File: src/rtl/xmod_pkg.sv
`timescale 1ns/1ps
// Shared types and opcode values for the cross-module call sequencer.
// Assumes an 8-bit opcode in the top byte of every instruction word.
package xmod_pkg;

    localparam int unsigned OPC_W = 8;
    localparam logic [OPC_W-1:0] OPC_CALL  = 8'hC4;
    localparam logic [OPC_W-1:0] OPC_ENTRY = 8'hE5;

    typedef enum logic [1:0] {
        TRAP_NONE       = 2'd0,
        TRAP_BAD_ENTRY  = 2'd1,
        TRAP_BAD_RETURN = 2'd2
    } trap_code_e;

    typedef enum logic [3:0] {
        S_IDLE,
        S_C_PUSH_FP,
        S_C_PUSH_PC,
        S_C_FETCH,
        S_E_PUSH_MID,
        S_E_PUSH_CAPS,
        S_R_POP_CAPS,
        S_R_POP_MID,
        S_R_SPACE,
        S_R_POP_PC,
        S_R_FETCH,
        S_R_POP_FP,
        S_TRAP
    } seq_state_e;

endpackage

File: src/rtl/xmod_target_gen.sv
`timescale 1ns/1ps
// Forms the trampoline target of a call from the immediate and a register.
// The register is shifted above the immediate and the top TRAMP_W bits are
// forced to TRAMP_PREFIX. Assumes ADDR_W == TRAMP_W + MID_W + IMM_W.
module xmod_target_gen #(
    parameter int unsigned MID_W   = 12,
    parameter int unsigned IMM_W   = 16,
    parameter int unsigned TRAMP_W = 4,
    parameter logic [TRAMP_W-1:0] TRAMP_PREFIX = {TRAMP_W{1'b1}},
    localparam int unsigned ADDR_W = TRAMP_W + MID_W + IMM_W
) (
    input  logic [ADDR_W-1:0] reg_val,
    input  logic [IMM_W-1:0]  imm,
    output logic [ADDR_W-1:0] target,
    output logic [MID_W-1:0]  new_mid
);

    localparam int unsigned KEEP_MSB = ADDR_W - TRAMP_W - 1;

    logic [ADDR_W-1:0] shifted;
    logic [ADDR_W-1:0] merged;
    logic              unused_hi;

    // Place the register above the immediate field.
    always_comb begin
        shifted = reg_val << IMM_W;
        merged  = shifted | {{(ADDR_W-IMM_W){1'b0}}, imm};
    end

    // Force the trampoline region and extract the new module identifier.
    assign target    = {TRAMP_PREFIX, merged[KEEP_MSB:0]};
    assign new_mid   = reg_val[MID_W-1:0];
    assign unused_hi = ^{merged[ADDR_W-1:KEEP_MSB+1], reg_val[ADDR_W-1:MID_W]};

endmodule

File: src/rtl/xmod_opcode_chk.sv
`timescale 1ns/1ps
// Decodes a fetched word: call / entry opcode match, the frame-pointer
// register index of a call word and the capability field of an entry word.
// Assumes INSTR_W >= OPC_W + CAP_W + RIDX_W.
module xmod_opcode_chk
    import xmod_pkg::*;
#(
    parameter int unsigned INSTR_W = 32,
    parameter int unsigned CAP_W   = 16,
    parameter int unsigned RIDX_W  = 5
) (
    input  logic [INSTR_W-1:0] instr,
    output logic               is_call,
    output logic               is_entry,
    output logic [RIDX_W-1:0]  fp_idx,
    output logic [CAP_W-1:0]   caps
);

    localparam int unsigned OPC_LSB = INSTR_W - OPC_W;
    localparam int unsigned FP_LSB  = CAP_W;
    localparam int unsigned FP_MSB  = CAP_W + RIDX_W - 1;

    logic [OPC_W-1:0] opc;
    logic             unused_gap;

    // Split the word into its fields.
    always_comb begin
        opc      = instr[INSTR_W-1:OPC_LSB];
        is_call  = (opc == OPC_CALL);
        is_entry = (opc == OPC_ENTRY);
        fp_idx   = instr[FP_MSB:FP_LSB];
        caps     = instr[CAP_W-1:0];
    end

    assign unused_gap = ^instr[OPC_LSB-1:FP_MSB+1];

endmodule

File: src/rtl/xmod_ctx_regs.sv
`timescale 1ns/1ps
// Holds the current module identifier and capability word. Each has its own
// load strobe because a return restores them on different cycles.
module xmod_ctx_regs #(
    parameter int unsigned MID_W = 12,
    parameter int unsigned CAP_W = 16
) (
    input  logic             clk,
    input  logic             rst_n,
    input  logic             mid_we,
    input  logic [MID_W-1:0] mid_d,
    input  logic             caps_we,
    input  logic [CAP_W-1:0] caps_d,
    output logic [MID_W-1:0] mid_q,
    output logic [CAP_W-1:0] caps_q
);

    // Module identifier register.
    always_ff @(posedge clk) begin
        if (!rst_n)      mid_q <= '0;
        else if (mid_we) mid_q <= mid_d;
    end

    // Capability register.
    always_ff @(posedge clk) begin
        if (!rst_n)       caps_q <= '0;
        else if (caps_we) caps_q <= caps_d;
    end

endmodule

File: src/rtl/xmod_call_seq.sv
`timescale 1ns/1ps
// Sequencer for protected cross-module call, entry check and return.
// Call: push FP, push call address, fetch trampoline target, require entry
// opcode, push caller MID and caps, install new context, redirect.
// Return: pop caps, pop MID, select caller space, pop call address, refetch
// the call word, require call opcode, pop FP into the register it names.
// Assumes pop_data shows the stack top in the cycle pop_valid is high and
// fetch_rsp_valid is only raised while fetch_req is high.
module xmod_call_seq
    import xmod_pkg::*;
#(
    parameter int unsigned MID_W   = 12,
    parameter int unsigned IMM_W   = 16,
    parameter int unsigned TRAMP_W = 4,
    parameter logic [TRAMP_W-1:0] TRAMP_PREFIX = {TRAMP_W{1'b1}},
    parameter int unsigned CAP_W   = 16,
    parameter int unsigned RIDX_W  = 5,
    parameter int unsigned INSTR_W = 32,
    localparam int unsigned ADDR_W = TRAMP_W + MID_W + IMM_W
) (
    input  logic               clk,
    input  logic               rst_n,
    input  logic               cmd_valid,
    input  logic               cmd_ret,
    input  logic [ADDR_W-1:0]  cmd_pc,
    input  logic [IMM_W-1:0]   cmd_imm,
    input  logic [ADDR_W-1:0]  cmd_reg,
    input  logic [ADDR_W-1:0]  cmd_fp,
    output logic               busy,
    output logic               fetch_req,
    output logic [ADDR_W-1:0]  fetch_addr,
    output logic [MID_W-1:0]   fetch_space,
    input  logic               fetch_rsp_valid,
    input  logic [INSTR_W-1:0] fetch_rsp_instr,
    output logic               push_valid,
    output logic [ADDR_W-1:0]  push_data,
    output logic               pop_valid,
    input  logic [ADDR_W-1:0]  pop_data,
    output logic               rf_we,
    output logic [RIDX_W-1:0]  rf_waddr,
    output logic [ADDR_W-1:0]  rf_wdata,
    output logic               redirect_valid,
    output logic [ADDR_W-1:0]  redirect_pc,
    output logic               trap_valid,
    output logic [1:0]         trap_code,
    output logic [MID_W-1:0]   cur_mid,
    output logic [CAP_W-1:0]   cur_caps
);

    localparam logic [ADDR_W-1:0] STEP = ADDR_W'(4);

    seq_state_e        st_q, st_d;
    logic [ADDR_W-1:0] pc_q, fp_q, tgt_q;
    logic [MID_W-1:0]  nmid_q, space_q;
    logic [CAP_W-1:0]  ecaps_q;
    logic [RIDX_W-1:0] fpidx_q;
    trap_code_e        tcode_q;

    logic [ADDR_W-1:0] tgt_w;
    logic [MID_W-1:0]  nmid_w;
    logic              dec_call, dec_entry;
    logic [RIDX_W-1:0] dec_fp;
    logic [CAP_W-1:0]  dec_caps;
    logic              cmd_take, fetch_take;
    logic              mid_we, caps_we;
    logic [MID_W-1:0]  mid_d;
    logic [CAP_W-1:0]  caps_d;

    xmod_target_gen #(
        .MID_W(MID_W), .IMM_W(IMM_W), .TRAMP_W(TRAMP_W), .TRAMP_PREFIX(TRAMP_PREFIX)
    ) u_tgen (
        .reg_val(cmd_reg), .imm(cmd_imm), .target(tgt_w), .new_mid(nmid_w)
    );

    xmod_opcode_chk #(
        .INSTR_W(INSTR_W), .CAP_W(CAP_W), .RIDX_W(RIDX_W)
    ) u_dec (
        .instr(fetch_rsp_instr), .is_call(dec_call), .is_entry(dec_entry),
        .fp_idx(dec_fp), .caps(dec_caps)
    );

    xmod_ctx_regs #(
        .MID_W(MID_W), .CAP_W(CAP_W)
    ) u_ctx (
        .clk(clk), .rst_n(rst_n), .mid_we(mid_we), .mid_d(mid_d),
        .caps_we(caps_we), .caps_d(caps_d), .mid_q(cur_mid), .caps_q(cur_caps)
    );

    assign cmd_take   = (st_q == S_IDLE) && cmd_valid;
    assign fetch_take = fetch_req && fetch_rsp_valid;
    assign busy       = (st_q != S_IDLE);

    // Next-state selection.
    always_comb begin
        st_d = st_q;
        unique case (st_q)
            S_IDLE:        if (cmd_take) st_d = cmd_ret ? S_R_POP_CAPS : S_C_PUSH_FP;
            S_C_PUSH_FP:   st_d = S_C_PUSH_PC;
            S_C_PUSH_PC:   st_d = S_C_FETCH;
            S_C_FETCH:     if (fetch_take) st_d = dec_entry ? S_E_PUSH_MID : S_TRAP;
            S_E_PUSH_MID:  st_d = S_E_PUSH_CAPS;
            S_E_PUSH_CAPS: st_d = S_IDLE;
            S_R_POP_CAPS:  st_d = S_R_POP_MID;
            S_R_POP_MID:   st_d = S_R_SPACE;
            S_R_SPACE:     st_d = S_R_POP_PC;
            S_R_POP_PC:    st_d = S_R_FETCH;
            S_R_FETCH:     if (fetch_take) st_d = dec_call ? S_R_POP_FP : S_TRAP;
            S_R_POP_FP:    st_d = S_IDLE;
            S_TRAP:        st_d = S_IDLE;
            default:       st_d = S_IDLE;
        endcase
    end

    // State register.
    always_ff @(posedge clk) begin
        if (!rst_n) st_q <= S_IDLE;
        else        st_q <= st_d;
    end

    // Capture command operands and the call target on acceptance.
    always_ff @(posedge clk) begin
        if (!rst_n) begin
            fp_q   <= '0;
            tgt_q  <= '0;
            nmid_q <= '0;
        end else if (cmd_take) begin
            fp_q <= cmd_fp;
            if (!cmd_ret) begin
                tgt_q  <= tgt_w;
                nmid_q <= nmid_w;
            end
        end
    end

    // Call address: from the command, or popped during a return.
    always_ff @(posedge clk) begin
        if (!rst_n)                 pc_q <= '0;
        else if (cmd_take)          pc_q <= cmd_pc;
        else if (st_q == S_R_POP_PC) pc_q <= pop_data;
    end

    // Address space select: target module on call, restored caller on return.
    always_ff @(posedge clk) begin
        if (!rst_n)                     space_q <= '0;
        else if (cmd_take && !cmd_ret)  space_q <= nmid_w;
        else if (st_q == S_R_SPACE)     space_q <= cur_mid;
    end

    // Latch decoded fields of accepted fetch responses and the trap cause.
    always_ff @(posedge clk) begin
        if (!rst_n) begin
            ecaps_q <= '0;
            fpidx_q <= '0;
            tcode_q <= TRAP_NONE;
        end else if (fetch_take) begin
            if (st_q == S_C_FETCH) begin
                ecaps_q <= dec_caps;
                tcode_q <= TRAP_BAD_ENTRY;
            end else begin
                fpidx_q <= dec_fp;
                tcode_q <= TRAP_BAD_RETURN;
            end
        end
    end

    // Context register load strobes and sources.
    always_comb begin
        mid_we  = (st_q == S_E_PUSH_CAPS) || (st_q == S_R_POP_MID);
        caps_we = (st_q == S_E_PUSH_CAPS) || (st_q == S_R_POP_CAPS);
        mid_d   = (st_q == S_E_PUSH_CAPS) ? nmid_q  : pop_data[MID_W-1:0];
        caps_d  = (st_q == S_E_PUSH_CAPS) ? ecaps_q : pop_data[CAP_W-1:0];
    end

    // Port outputs decoded from the current state.
    always_comb begin
        fetch_req      = (st_q == S_C_FETCH) || (st_q == S_R_FETCH);
        fetch_addr     = (st_q == S_R_FETCH) ? pc_q : tgt_q;
        fetch_space    = space_q;
        push_valid     = 1'b0;
        push_data      = '0;
        pop_valid      = (st_q == S_R_POP_CAPS) || (st_q == S_R_POP_MID) ||
                         (st_q == S_R_POP_PC)   || (st_q == S_R_POP_FP);
        rf_we          = (st_q == S_R_POP_FP);
        rf_waddr       = fpidx_q;
        rf_wdata       = pop_data;
        redirect_valid = 1'b0;
        redirect_pc    = '0;
        trap_valid     = (st_q == S_TRAP);
        trap_code      = (st_q == S_TRAP) ? tcode_q : TRAP_NONE;
        unique case (st_q)
            S_C_PUSH_FP: begin
                push_valid = 1'b1;
                push_data  = fp_q;
            end
            S_C_PUSH_PC: begin
                push_valid = 1'b1;
                push_data  = pc_q;
            end
            S_E_PUSH_MID: begin
                push_valid = 1'b1;
                push_data  = {{(ADDR_W-MID_W){1'b0}}, cur_mid};
            end
            S_E_PUSH_CAPS: begin
                push_valid     = 1'b1;
                push_data      = {{(ADDR_W-CAP_W){1'b0}}, cur_caps};
                redirect_valid = 1'b1;
                redirect_pc    = tgt_q + STEP;
            end
            S_R_POP_FP: begin
                redirect_valid = 1'b1;
                redirect_pc    = pc_q + STEP;
            end
            default: ;
        endcase
    end

endmodule

File: config.mk
export PLATFORM = sky130hd
export DESIGN_NAME = xmod_call_seq
export DESIGN_NICKNAME = d
export VERILOG_FILES = /design/src/rtl/xmod_pkg.sv /design/src/rtl/xmod_target_gen.sv /design/src/rtl/xmod_opcode_chk.sv /design/src/rtl/xmod_ctx_regs.sv /design/src/rtl/xmod_call_seq.sv
export SDC_FILE = /design/constraint.sdc
export NUM_CORES = 1
export LEC_CHECK = 0
export CORE_MARGIN = 2
export CORE_UTILIZATION = 40
export DETAILED_ROUTE_END_ITERATION = 10
export HOLD_SLACK_MARGIN = 0.08
export PLACE_DENSITY = 0.84
export SETUP_SLACK_MARGIN = 0.2
export SYNTH_ARGS = -nofsm -noshare
export SYNTH_HDL_FRONTEND = slang
export SYNTH_SLANG_ARGS = --single-unit
File: constraint.sdc
create_clock -name clk -period 2.83 [get_ports clk]
set_clock_uncertainty 0.2 [all_clocks]
set_input_delay 0.4245 -clock clk [delete_from_list [all_inputs] [get_ports clk]]
set_output_delay 0.4245 -clock clk [all_outputs]
set_load 0.01 [all_outputs]
Word level (Yosys, flattened, before mapping) --
Index checks and enable logic that the tools add are counted.
Storage, ports and cells: bits in registers 172, input bits 181
Operators by class: mux-type cells 20, bitwise logic cells 3, add/sub/neg operators 2, reductions and logical operators 20, equal/unequal tests 17
Operators with widths (count):
- $pmux 32 s4 | 1
- $mux 32 | 3
- $pmux 32 s2 | 1
- $pmux 4 s10 | 1
- $mux 12 | 3
- $add 32x3->32 const B | 1
- $add 29x4->30 const B | 1
- $or 28x16->28 | 1
- $eq 4x4->1 const B | 5
- $eq 4x3->1 const B | 4
- $eq 8x8->1 const B | 2
- $mux 16 | 1
- $mux 4 | 4
- $eq 4x2->1 const B | 2
- $logic_or 1x1->1 | 6
- $mux 3 | 2
- $ne 2x2->1 const B | 3
- $reduce_and 2->1 | 3
- $eq 4x1->1 const B | 1
- $logic_not 4->1 | 1
- $mux 2 | 2
- $reduce_bool 2->1 | 2
- $reduce_bool 4->1 | 1
- $reduce_or 4->1 | 1
- 6 further kinds | 10

Depth between registers and ports, before layout --
depth in word-level cells 5, depth in mapped cells 7

By module --
Synthesis repeated with hierarchy kept, for this count alone.
Second synthesis, totals: cells, all modules 1313, area, all modules 10580.1 um^2
Modules (own cells, without submodules):
- xmod_call_seq | seq. area each 2942.8 um^2, instances 1, cells each 1153, area an instance 8983.6 um^2
- xmod_ctx_regs | seq. area each 560.5 um^2, instances 1, cells each 89, area an instance 1066.0 um^2
- xmod_target_gen | seq. area each 0.0 um^2, instances 1, cells each 45, area an instance 334.1 um^2
- xmod_opcode_chk | seq. area each 0.0 um^2, instances 1, cells each 26, area an instance 196.4 um^2

Least setup slack after synthesis --
Ideal clock, no wire load.
path kind reg-to-output, from reg tgt_q[9], to out redirect_pc[25], stages on the path, launching flop included 8, buffers on the path 2, arrival time 1.768 ns, data required time 2.206 ns, slack 0.438 ns, path through dfxtp_1 buf_2 nand4_2 or4_1 buf_2 nor4_2 xnor2_1 o22ai_2
On the way: cells in the longest elaborated chain, start to end 2
Ends and longest elaborated chain:
- start: declaration | RTL line xmod_call_seq.sv:53 | logic [ADDR_W-1:0] pc_q, fp_q, tgt_q;
- start signal: assignment | RTL line xmod_call_seq.sv:129 | tgt_q <= tgt_w;
- $add 29x4->30 | RTL line xmod_call_seq.sv:207 | redirect_pc = tgt_q + STEP;
- $pmux 32 s2 | RTL line xmod_call_seq.sv:190 | unique case (st_q)
- end: declaration | RTL line xmod_call_seq.sv:43 | output logic [ADDR_W-1:0] redirect_pc,
Every way passes these cells.

Worst setup path after layout --
from reg tgt_q[8], to out redirect_pc[19]
The elaborated chain is that of the path after synthesis.

==> run summary <==
STATUS
-----------------------------------------------------------------------------------------
Outcome                                                                      finished, violations left
Violated checks                                                              negative setup slack

PLACEMENT
-----------------------------------------------------------------------------------------
Worst setup timing slack at the placement stage                                -0.1043 ns
HPWL reported at the end of detailed placement                                  28,560 µm
Count of buffers inserted at the top-level ports                                      339
Placed inst area                                                               13,040 µm²
Placer congestion estimate                                                         0.9373

LAYOUT
-----------------------------------------------------------------------------------------
Post-route cell area                                                           14,540 µm²
Area growth from synthesis to final layout                                         62.15%
Net count reported at finish                                                        1,742
Most common library cell in the layout ignoring fill and taps                     nand2_1
Fraction of layout cells with a size suffix above 1                                23.62%
Most frequent cells in the layout                                            347 x nand2_1, 237 x clkdlybuf4s50_1, 140 x dfxtp_1, 107 x buf_4, 54 x a21boi_1

STA
-----------------------------------------------------------------------------------------
Worst Setup Slack, final                                                       -0.1100 ns
Maximum clock frequency                                                         340.1 MHz
Number of hold violations in the final report                                           0
Worst rel slew slack                                                               45.78%
Worst-Margin Slew                                                               0.8132 ns
Max-slew violation total from the final report                                          0
Final Critical Period                                                            2.940 ns
Count of final setup violators                                                         12
Accumulated negative setup slack                                               -0.6353 ns
Period utilisation layout                                                          103.9%
RSZ-0062 raised after global routing                                                 true

YOSYS
-----------------------------------------------------------------------------------------
Synthesis Warnings                                                                      0
Number of instances in the synthesized netlist                                      1,175
Largest cells by area after synthesis                                        dfxtp_1 36%, nand2_1 15%, a21boi_1 4.5%
Number of nets produced by synthesis                                                1,358
Distinct cell type count after synthesis                                               48
Synthesized area per cell                                                       7.631 µm²
Top_reg_cell synth                                                                dfxtp_1
Top cell type's share of synthesized area                                          35.72%
Number of flip-flops and latches in the synthesized netlist                           160
Seq/Total Area, Yosys                                                              35.72%
Mapped Area                                                                      8966 µm²
Count of flip-flops with a built-in enable after synthesis                              0
Proportion of register bits with asynchronous set or reset after synthesis             0%
Cell accounting for the most synthesized area                                     dfxtp_1

POWER
-----------------------------------------------------------------------------------------
Power Density                                                                695.9 nW/µm²
Cell internal power dissipation                                                  6.246 mW
Clock share of power                                                                23.5%
Comb power frac                                                                     45.5%
Psw                                                                              3.872 mW
Share of total power in sequential cells                                            30.9%
IR drop worst, VDD                                                            0.0004347 V
Switching part of the total                                                        38.27%
Leakage Power                                                                    6.046 nW

DRT
-----------------------------------------------------------------------------------------
Sum of routed wire length over all layers                                       40,360 µm
Total via count after detailed routing                                             10.69k
Via count normalized by instance count                                              5.765
# DRC                                                                                   0
Count of routing violations after the opening detailed-route iteration                924
Final antenna-violating net count                                                       0
Pre-Repair DR Iteration Count                                                           5
Mean routed wirelength per cell                                                  21.77 µm

CLOCK NETWORK
-----------------------------------------------------------------------------------------
Clk buf depth                                                                           2
Number of hold buffers added after cts                                                  0
Root Buffer                                                                     clkbuf_16
Number of buffers created by CTS                                                       17
Clock-pin slew on the worst setup and hold paths                                  0.06 ns
CTS tree                                                                            built
Latest clock arrival within the worst-skew pair                                   0.42 ns
Number of clock sinks seen by CTS                                                     160
H-Tree Level Count                                                                      4

WORST SETUP PATH
-----------------------------------------------------------------------------------------
Data arrival time of the critical path                                            2.32 ns
Max stage delay on crit path                                                      0.55 ns
Cell with the largest stage delay on the worst path                                 or4_4
Cell repeated most along the worst path                                             buf_6
Number of cells on the worst reg-to-reg path                                            8
Launching element type of the critical path                                     flip-flop
Critical Path, Cell by Cell                                                  nand3_1, or4_4, buf_6, nor2_4, buf_6, xnor2_2, o22ai_2, buf_2
Crit-path max FO                                                                        4
Slack of the worst reg-to-reg path                                                0.48 ns
Worst path required time                                                          2.21 ns
Sort of element at the end of the critical path                               output port
Kind of critical path                                                          reg -> out

FLOORPLANNING
-----------------------------------------------------------------------------------------
Number of placed I/O pins                                                             363
Placeable core region                                                          21,890 µm²
Overall die height                                                               153.7 µm
Initial Util                                                                       40.96%
Row count                                                                              54
Die Width                                                                        153.7 µm
Area of the die                                                                23,630 µm²

GLOBAL ROUTING
-----------------------------------------------------------------------------------------
Grt ovf                                                                                 0
GRT Overall Usage                                                                  32.21%
Initial antenna violation count                                                         3
Via count of the first global-routing pass                                         10.32k
Pin count of the biggest net entering global routing                                   79
Wire length of the first global-routing pass                                    59,010 µm

JOB
-----------------------------------------------------------------------------------------
Max_cap viols                                                                           0

HOLD PATH
-----------------------------------------------------------------------------------------
Hold Path Cell Cnt                                                                      2
Type of the most critical hold path                                             in -> reg

==> routing by layer <==
metal / routed length, µm / track usage [%] / part of all wire (%)
met4: 1972 / 15.33 / 4.9
met2: 19580 / 55.43 / 48
met1: 15070 / 38.04 / 37
met5: 0 / 0 / 0
met3: 3742 / 7.159 / 9.3
==> synthesized netlist by cell type (all sizes together), types with 2 or more instances <==
master	n
a22o	20
a21oi	5
o21ai	32
nor2b	5
a31oi	12
o211a	32
nor3	12
o31ai	2
o22ai	33
and3	6
xor2	32
nand2	353
o211ai	2
ha	2
clkbuf	83
xnor2	22
inv	7
and2	3
dfxtp	160
a22oi	49
and4	3
nand2b	4
o21a	2
a21boi	103
nand3b	2
nand3	38
nor2	42
nor4	8
buf	45
mux2i	29
nand4	19
==> cell families after synthesis <==
family,count (synthesis),synth area share (%)
adder cells (fa/ha/maj),2,0.2791
buffers and inverters,135,7.117
AO/OA/AOI/OAI,297,24.62
AND/OR/NAND/NOR,498,23.75
flip-flops,160,35.72
XOR/XNOR,54,5.275
multiplexers,29,3.238
==> sequential cells by signal (all words and copies together), names as in the netlist <==
| name | flops |
|---|---|
| ecaps_q | 16 |
| fp_q | 32 |
| u_ctx.mid_q | 12 |
| u_ctx.caps_q | 16 |
| tcode_q | 2 |
| st_q | 4 |
| fetch_space | 12 |
| tgt_q | 29 |
| pc_q | 32 |
| rf_waddr | 5 |
==> what timing repair did <==
item | in CTS | in global routing
resized for setup | 401 | 76
endpoints found under the hold margin | 0 | 0
pin swaps | 51 | 29
setup endpoints to repair | 104 | 67
setup buffers | 26 | 17
gates cloned | 6 | 1
==> power by group through the flow <==
| stage | Clock, mW | Sequential (mW) | Combinational [mW] |
|---|---|---|---|
| 6_report | 2.38 | 3.13 | 4.61 |
| 5_1_grt | 2.47 | 3.16 | 4.89 |
| 4_1_cts | 2.40 | 3.10 | 4.29 |
| 3_5_place_dp | 0 | 3.09 | 4.03 |
| 3_3_place_gp | 0 | 3.07 | 3.98 |
| 2_1_floorplan | 0 | 3.07 | 1.97 |
==> area by class of cell <==
cell class                 instances  area, µm²
tap                              280      350.3
antenna                            3      7.507
multi-input combinational        880       5645
fill                            1797       7352
sequential                       160       3248
clock buffer                      20      436.7
timing repair buffer             493       4669
inverter                           7      26.28
clock inverter                    11      155.1
==> path summary, 6_finish.rpt <==
path             from         endpoint
max reg2reg   st_q[2]          pc_q[4]
max          tgt_q[8]  redirect_pc[19]
min             rst_n          pc_q[3]
min reg2reg   fp_q[6]          fp_q[6]
==> critical path: cells and delay by family, from the launching register on <==
family          cells  cell delay, ns
simple gates        3            0.92
buf+inv             3            0.43
flops               1            0.33
compound gates      1            0.15
xor+xnor            1            0.06
==> stage by stage <==
step                      power (mW)  utilization, %  hold slack [ns]  instances
after floorplan                5.039               -           0.2347       1175
after CTS                      9.791           64.92           0.2085       1833
after detailed placement       7.119           59.57           0.2459       1770
final                          10.12           66.42           0.2367       1854
after global routing           10.51           66.42           0.2436       1854
after global placement         7.053           59.57           0.2415       1770
Power figures use the tool's default switching activity.
